===== config.mk =====
export PLATFORM = sky130hd
export DESIGN_NAME = brtgt_unit
export DESIGN_NICKNAME = d
export VERILOG_FILES = /design/src/rtl/brtgt_pkg.sv /design/src/rtl/brtgt_decode.sv /design/src/rtl/brtgt_cond.sv /design/src/rtl/brtgt_addr.sv /design/src/rtl/brtgt_unit.sv
export SDC_FILE = /design/constraint.sdc
export NUM_CORES = 1
export LEC_CHECK = 0
export BUFFER_PORTS_ARGS = -buffer_cell sky130_fd_sc_hd__clkbuf_2
export CAP_MARGIN = 40
export CELL_PAD_IN_SITES_DETAIL_PLACEMENT = 0
export CELL_PAD_IN_SITES_GLOBAL_PLACEMENT = 1
export CORE_MARGIN = 1
export CORE_UTILIZATION = 38
export DETAILED_ROUTE_END_ITERATION = 16
export PLACE_DENSITY = 0.9
export SLEW_MARGIN = 25
export SYNTH_ARGS = -nofsm -noshare
export SYNTH_HDL_FRONTEND = slang
export SYNTH_SLANG_ARGS = --single-unit

===== constraint.sdc =====
create_clock -name clk -period 1.9 [get_ports clk]
set_input_delay 0.38 -clock clk [delete_from_list [all_inputs] [get_ports clk]]
set_output_delay 0.38 -clock clk [all_outputs]
set_load 0.01 [all_outputs]

===== src/rtl/brtgt_pkg.sv =====
package brtgt_pkg;
  parameter int CODE_AW = 16;
  parameter int BYTE_W  = 8;
  parameter int PAGE_AW = 11;
  localparam int PAGE_SEL_W = PAGE_AW - BYTE_W;
  localparam int LEN_W      = 2;
  localparam int CLASS_W    = 4;

  typedef enum logic [CLASS_W-1:0] {
    BC_NONE  = 4'd0,
    BC_ABS   = 4'd1,
    BC_LONG  = 4'd2,
    BC_SREL  = 4'd3,
    BC_INDIR = 4'd4,
    BC_AZ    = 4'd5,
    BC_ANZ   = 4'd6,
    BC_CY    = 4'd7,
    BC_NCY   = 4'd8,
    BC_BSET  = 4'd9,
    BC_BCLR  = 4'd10,
    BC_BSETC = 4'd11,
    BC_LOOPR = 4'd12,
    BC_LOOPD = 4'd13,
    BC_CMP   = 4'd14,
    BC_RSVD  = 4'd15
  } br_class_e;

  typedef struct packed {
    logic [CODE_AW-1:0] npc;
    logic               taken;
    logic               call;
    logic [BYTE_W-1:0]  reg_val;
    logic               reg_we;
    logic               carry;
    logic               carry_we;
    logic               bit_clr;
  } br_result_t;
endpackage


===== src/rtl/brtgt_decode.sv =====
module brtgt_decode
  import brtgt_pkg::*;
(
  input  br_class_e                cls,
  input  logic [BYTE_W-1:0]        opcode,
  input  logic [BYTE_W-1:0]        op1,
  input  logic [BYTE_W-1:0]        op2,
  output logic [LEN_W-1:0]         len,
  output logic [BYTE_W-1:0]        rel_off,
  output logic                     rel_mode,
  output logic                     call
);
  localparam int CALL_BIT = 4;

  always_comb begin
    len      = LEN_W'(1);
    rel_off  = op1;
    rel_mode = 1'b0;
    call     = 1'b0;
    unique case (cls)
      BC_ABS: begin
        len  = LEN_W'(2);
        call = opcode[CALL_BIT];
      end
      BC_LONG: begin
        len  = LEN_W'(3);
        call = opcode[CALL_BIT];
      end
      BC_SREL, BC_AZ, BC_ANZ, BC_CY, BC_NCY, BC_LOOPR: begin
        len      = LEN_W'(2);
        rel_mode = 1'b1;
      end
      BC_BSET, BC_BCLR, BC_BSETC, BC_LOOPD, BC_CMP: begin
        len      = LEN_W'(3);
        rel_off  = op2;
        rel_mode = 1'b1;
      end
      default: len = LEN_W'(1);
    endcase
  end
endmodule


===== src/rtl/brtgt_cond.sv =====
module brtgt_cond
  import brtgt_pkg::*;
(
  input  logic                clk,
  input  logic                rst_n,
  input  br_class_e           cls,
  input  logic [BYTE_W-1:0]   acc,
  input  logic                carry,
  input  logic                bitv,
  input  logic [BYTE_W-1:0]   regv,
  input  logic [BYTE_W-1:0]   cmpv,
  output logic                taken,
  output logic [BYTE_W-1:0]   reg_new,
  output logic                reg_we,
  output logic                carry_new,
  output logic                carry_we,
  output logic                bit_clr
);
  logic [BYTE_W-1:0] dec_val;
  logic              acc_zero;

  assign dec_val  = regv - BYTE_W'(1);
  assign acc_zero = (acc == '0);

  always_comb begin
    taken     = 1'b0;
    reg_new   = regv;
    reg_we    = 1'b0;
    carry_new = carry;
    carry_we  = 1'b0;
    bit_clr   = 1'b0;
    unique case (cls)
      BC_ABS, BC_LONG, BC_SREL, BC_INDIR: taken = 1'b1;
      BC_AZ:    taken = acc_zero;
      BC_ANZ:   taken = !acc_zero;
      BC_CY:    taken = carry;
      BC_NCY:   taken = !carry;
      BC_BSET:  taken = bitv;
      BC_BCLR:  taken = !bitv;
      BC_BSETC: begin
        taken   = bitv;
        bit_clr = bitv;
      end
      BC_LOOPR, BC_LOOPD: begin
        reg_new = dec_val;
        reg_we  = 1'b1;
        taken   = (dec_val != '0);
      end
      BC_CMP: begin
        taken     = (regv != cmpv);
        carry_new = (regv < cmpv);
        carry_we  = 1'b1;
      end
      default: taken = 1'b0;
    endcase
  end

  // an unsigned-lower first operand always differs, so it branches
  assert_cmp_lower_taken_R10: assert property (@(posedge clk) disable iff (!rst_n)
    (carry_we && carry_new) |-> taken);
endmodule


===== src/rtl/brtgt_addr.sv =====
module brtgt_addr
  import brtgt_pkg::*;
(
  input  br_class_e            cls,
  input  logic [BYTE_W-1:0]    opcode,
  input  logic [BYTE_W-1:0]    op1,
  input  logic [BYTE_W-1:0]    op2,
  input  logic [CODE_AW-1:0]   pc,
  input  logic [LEN_W-1:0]     len,
  input  logic [BYTE_W-1:0]    rel_off,
  input  logic                 rel_mode,
  input  logic [BYTE_W-1:0]    acc,
  input  logic [CODE_AW-1:0]   dptr,
  input  logic                 taken,
  output logic [CODE_AW-1:0]   npc
);
  localparam int EXT_W = CODE_AW - BYTE_W;

  logic [CODE_AW-1:0] seq_pc;
  logic [CODE_AW-1:0] rel_pc;
  logic [CODE_AW-1:0] abs_pc;
  logic [CODE_AW-1:0] idx_pc;
  logic [CODE_AW-1:0] long_pc;
  logic [CODE_AW-1:0] off_ext;

  assign seq_pc  = pc + CODE_AW'(len);
  assign off_ext = {{EXT_W{rel_off[BYTE_W-1]}}, rel_off};
  assign rel_pc  = seq_pc + off_ext;
  assign idx_pc  = dptr + CODE_AW'(acc);
  assign long_pc = {op1, op2};

  generate
    if (PAGE_SEL_W > 0) begin : g_paged
      assign abs_pc = {seq_pc[CODE_AW-1:PAGE_AW],
                       opcode[BYTE_W-1 -: PAGE_SEL_W], op1};
    end else begin : g_flat
      assign abs_pc = {seq_pc[CODE_AW-1:BYTE_W], op1};
    end
  endgenerate

  always_comb begin
    npc = seq_pc;
    if (taken) begin
      if (rel_mode) npc = rel_pc;
      else begin
        unique case (cls)
          BC_ABS:   npc = abs_pc;
          BC_LONG:  npc = long_pc;
          BC_INDIR: npc = idx_pc;
          default:  npc = seq_pc;
        endcase
      end
    end
  end
endmodule


===== src/rtl/brtgt_unit.sv =====
module brtgt_unit
  import brtgt_pkg::*;
(
  input  logic                 clk,
  input  logic                 rst_n,
  input  logic                 in_valid,
  output logic                 in_ready,
  input  logic [CLASS_W-1:0]   in_class,
  input  logic [BYTE_W-1:0]    in_opcode,
  input  logic [BYTE_W-1:0]    in_op1,
  input  logic [BYTE_W-1:0]    in_op2,
  input  logic [CODE_AW-1:0]   in_pc,
  input  logic [BYTE_W-1:0]    in_acc,
  input  logic [CODE_AW-1:0]   in_dptr,
  input  logic                 in_carry,
  input  logic                 in_bit,
  input  logic [BYTE_W-1:0]    in_regv,
  output logic                 out_valid,
  input  logic                 out_ready,
  output logic [CODE_AW-1:0]   out_npc,
  output logic                 out_taken,
  output logic                 out_call,
  output logic [BYTE_W-1:0]    out_regv,
  output logic                 out_reg_we,
  output logic                 out_carry,
  output logic                 out_carry_we,
  output logic                 out_bit_clr
);
  br_class_e         cls;
  logic [LEN_W-1:0]  len;
  logic [BYTE_W-1:0] rel_off;
  logic              rel_mode;
  logic              call;
  br_result_t        nxt;
  br_result_t        held;

  assign cls = br_class_e'(in_class);

  brtgt_decode u_dec (
    .cls(cls), .opcode(in_opcode), .op1(in_op1), .op2(in_op2),
    .len(len), .rel_off(rel_off), .rel_mode(rel_mode), .call(call)
  );

  brtgt_cond u_cond (
    .clk(clk), .rst_n(rst_n), .cls(cls), .acc(in_acc), .carry(in_carry),
    .bitv(in_bit), .regv(in_regv), .cmpv(in_op1),
    .taken(nxt.taken), .reg_new(nxt.reg_val), .reg_we(nxt.reg_we),
    .carry_new(nxt.carry), .carry_we(nxt.carry_we), .bit_clr(nxt.bit_clr)
  );

  brtgt_addr u_addr (
    .cls(cls), .opcode(in_opcode), .op1(in_op1), .op2(in_op2), .pc(in_pc),
    .len(len), .rel_off(rel_off), .rel_mode(rel_mode), .acc(in_acc),
    .dptr(in_dptr), .taken(nxt.taken), .npc(nxt.npc)
  );

  assign nxt.call = call;
  assign in_ready = !out_valid || out_ready;

  always_ff @(posedge clk or negedge rst_n) begin
    if (!rst_n) begin
      out_valid <= 1'b0;
      held      <= '0;
    end else if (in_valid && in_ready) begin
      out_valid <= 1'b1;
      held      <= nxt;
    end else if (out_ready) begin
      out_valid <= 1'b0;
    end
  end

  assign out_npc      = held.npc;
  assign out_taken    = held.taken;
  assign out_call     = held.call;
  assign out_regv     = held.reg_val;
  assign out_reg_we   = held.reg_we;
  assign out_carry    = held.carry;
  assign out_carry_we = held.carry_we;
  assign out_bit_clr  = held.bit_clr;

  assert_stall_hold_R11: assert property (@(posedge clk) disable iff (!rst_n)
    (out_valid && !out_ready) |=> (out_valid && $stable(out_npc) &&
                                   $stable(out_taken) && $stable(out_regv)));

  assert_clear_needs_taken_R8: assert property (@(posedge clk) disable iff (!rst_n)
    (out_valid && out_bit_clr) |-> out_taken);

  assert_loop_consistent_R9: assert property (@(posedge clk) disable iff (!rst_n)
    (out_valid && out_reg_we) |-> (out_taken == (out_regv != '0)));

  assert_call_taken_R3: assert property (@(posedge clk) disable iff (!rst_n)
    (out_valid && out_call) |-> (out_taken && !out_reg_we && !out_carry_we));
endmodule


==> impl_results.md <==
* GP Congestion at 1.10
* Post-synthesis register bit count at 31
* Adder-Cell Fraction of Synth Area at 13.2%
* Compound-cell area share of the yosys netlist at 27.5%
* CP max stage cell: or3b_4
* Share of layout cells above drive strength 1 at 51.2%
* Initial antenna violation count at 0
* Combinational share of power at 65.0%
* P_sw at 1540 µW
* Main combinational cell family by area after synthesis: compound AO/OA/AOI/OAI gates
* Die Y at 104 µm
* # IOs at 114
* Worst path arrival time at 3.92 ns
* RSZ-0062 raised after global routing: true
* Vias after detailed routing at 5,509
* Mapped Cells at 513
* Fin crit share at 197%
* CP Capture Type: flop
* CTS Buffer Depth at 2
* WS Path Type: in2reg
* CP Data Required Time at 2.09 ns
* Final setup viols at 18
* Worst hold margin at 0.163 ns
* Die extent in x at 104 µm
* Ys flop type: dfrtp_1
* Wire per inst at 18.9 µm
* Nets at 923
* Starting Density at 39.8%
* Layout Skew at 0.00523 ns
* H-tree levels at 2
* Tot Pwr at 3810 µW
* Pre-CTS setup slack at -2.20 ns
* Synthesized area per cell at 7.73 µm²
* Drt pass-1 iters at 7
* ANT cells at 0
* Vias in the first global route at 4,979
* Synth cell types at 60
* Synth Net Count at 635
* Skew-Pair Late Insertion Delay at 0.27 ns
* Internal power at 2270 µW
* Top cell type's share of synthesized area at 19.6%
* Cell taking the most area after synthesis: dfrtp_1
* CP Cell Sequence: clkbuf_16 -> nor2_4 -> nand3b_1 -> nand3b_1 -> ha_1 -> a21oi_2 -> or3b_4 -> inv_2 -> nand2_2 -> xnor2_2 -> ha_1 -> nand2_2 -> nor3_2 -> nor3b_4 -> nand2b_4 -> buf_4 -> a22oi_1 -> a22o_1 -> o31a_1 -> o31ai_2
* Tmin final at 3.74 ns
* Num CTS Buffers at 5
* Synth Warn # at 0
* R2R Path End: out_npc[13]
* First-pass GRT wire length at 24,200 µm
* Slew HR at 49.7%
* Clock group share of total power at 12.6%
* HPWL after DPL at 12,200 µm
* I/O Buffers at 109
* Iteration-0 DRC count of the detailed router at 591
* Post-synthesis xor/xnor area fraction at 9.72%
* Ranking of synthesized cells by area: dfrtp_1 20%, ha_1 12%, xnor2_1 6.0%
* Slowest cell delay on critical path at 0.38 ns
* Clock sinks at 31
* Sequential power share at 22.4%
* CTS tree: built
* Clock slew at the register clock pins of the worst setup and hold paths at 0.06 ns
* MaxCap Viol Count at 0
* Root Driver: clkbuf_8
* CP Launch Type: primary input
* Leakage power at 0.00326 µW
* Final non-filler cell area at 6870 µm²
* Switching share of power at 40.5%
* Vias/cell at 5.89
* Final hold violations at 0
* Gr ovfl total at 0
* Pwr Density at 555 nW/µm²
* Worst reg2reg path depth at 5
* DIE AREA at 10,800 µm²
* DRT Wirelength at 17,700 µm
* Worst-Margin Slew at 0.754 ns
* Sequential fraction of the synthesis area at 19.6%
* DRC at 0
* Post-route ant nets at 0
* VDD IR max at 0.458 mV
* Total Routing Usage GR at 27.8%
* Layout Utilization at 69.1%
* Hold crit path type: in2async
* Most common cell in the netlist: nand2_1
* Worst setup margin at -1.84 ns
* FP Rows at 36
* Post-synth EDFFs at 0
* Largest net degree at the start of global routing at 45
* Post-DP Area at 5920 µm²
* Max Slew Vio Count at 0
* P&R area growth vs syn at 73.4%
* CP max FO at 5
* Post-Synth Simple-Gate Area at 23.0%
* Run status: finished, violations left
* Failing checks: negative setup slack
* RR Startpoint: out_valid
* Post-synth top cells: 60 x nand2_1, 42 x nor2_1, 37 x ha_1, 31 x dfrtp_1, 30 x a21oi_1
* Area of the mapped netlist at 3970 µm²
* Fmax at 267 MHz
* R2r setup slk at 0.44 ns
* Mux cell area share after synthesis at 3.00%
* Post-synth ARST share at 100%
* CORE AREA at 9950 µm²
## area by class of cell
cell class | instances | area (µm²)
Inverter | 18 | 70.1
Timing Repair Buffer | 303 | 2190
Sequential cell | 31 | 776
Tap cell | 133 | 166
Clock buffer | 7 | 76.3
Clock inverter | 1 | 5.00
Multi-Input combinational cell | 442 | 3590
Fill cell | 725 | 3080
## per-stage QoR
| step | std cells | TNS (ns) |
|---|---|---|
| 6_report | 935 | -21.95 |
| 5_1_grt | 935 | -23.71 |
| 4_1_cts | 920 | -20.09 |
| 3_5_place_dp | 898 | -28.22 |
| 3_3_place_gp | 898 | -26.64 |
| 2_1_floorplan | 513 | -25.70 |
## layer usage
metal | global-route usage, % | up-vias | share of wire [%]
li1 | - | 2467 | -
met1 | 35.2 | 2501 | 38
met2 | 47.6 | 417 | 45
met3 | 3.26 | 124 | 9.1
met4 | 11.6 | 0 | 7.7
met5 | 0 | - | 0
## worst max path at each step
| stage | startpoint | to | slack [ns] | cells past startpoint |
|---|---|---|---|---|
| 2_1_floorplan | in_class[3] | out_npc[12] | -2.20 | 20 |
| 3_3_place_gp | in_class[1] | out_npc[11] | -2.11 | 19 |
| 3_5_place_dp | in_class[1] | out_npc[11] | -2.20 | 19 |
| 4_1_cts | in_class[0] | out_npc[15] | -1.67 | 19 |
| 5_1_grt | in_class[0] | out_npc[12] | -1.94 | 20 |
| 6_report | in_class[0] | out_npc[12] | -1.84 | 20 |
## cell families (layout without fill, tap and decap cells)
logic type	after synthesis	in the layout
and+or+nand+nor	186	187
muxes	11	11
DFF	31	31
buffers and inverters	41	329
AOI/OAI and AO/OA	160	160
adders and majority gates	40	40
xor gates and xnor gates	44	44
## timing repair
action                                  4_1_cts  5_1_grt
gates resized for setup                      58       73
setup buffers                                17       18
pin swaps                                    49       61
cloned                                        1        0
endpoints found under the setup margin       18       18
hold buffers                                  0        0
## placed cells by master (no fill, tap or decap), types with 15 or more instances in the layout
cell type  count
nor2_1        37
buf_6         20
nand2_1       53
xnor2_1       21
dfrtp_1       31
o21ai_0       19
a21oi_1       17
nand3_1       16
buf_4        170
clkbuf_2     103
ha_1          27
xor2_1        15
## worst max-delay path: cells and delay by family
family                   cells  cell delay (ns)
buffers and inverters        3             0.35
AO/OA/AOI/OAI                5             0.77
XOR/XNOR                     1             0.15
adder cells (fa/ha/maj)      2             0.63
AND/OR/NAND/NOR              9             1.65
## sequential cells by signal (all words and copies together) (netlist names)
name	count
out_carry_we	1
out_reg_we	1
out_npc	16
out_carry	1
out_bit_clr	1
out_regv	8
out_call	1
out_valid	1
out_taken	1
## power by group through the flow
stage	registers [µW]	clock network [µW]	logic (µW)
after floorplan	911	0	963
after global placement	860	0	1840
after detailed placement	867	0	1910
after CTS	854	492	2090
after global routing	868	526	2630
final	852	480	2480
No activity file was read; power rests on OpenSTA's default activity.
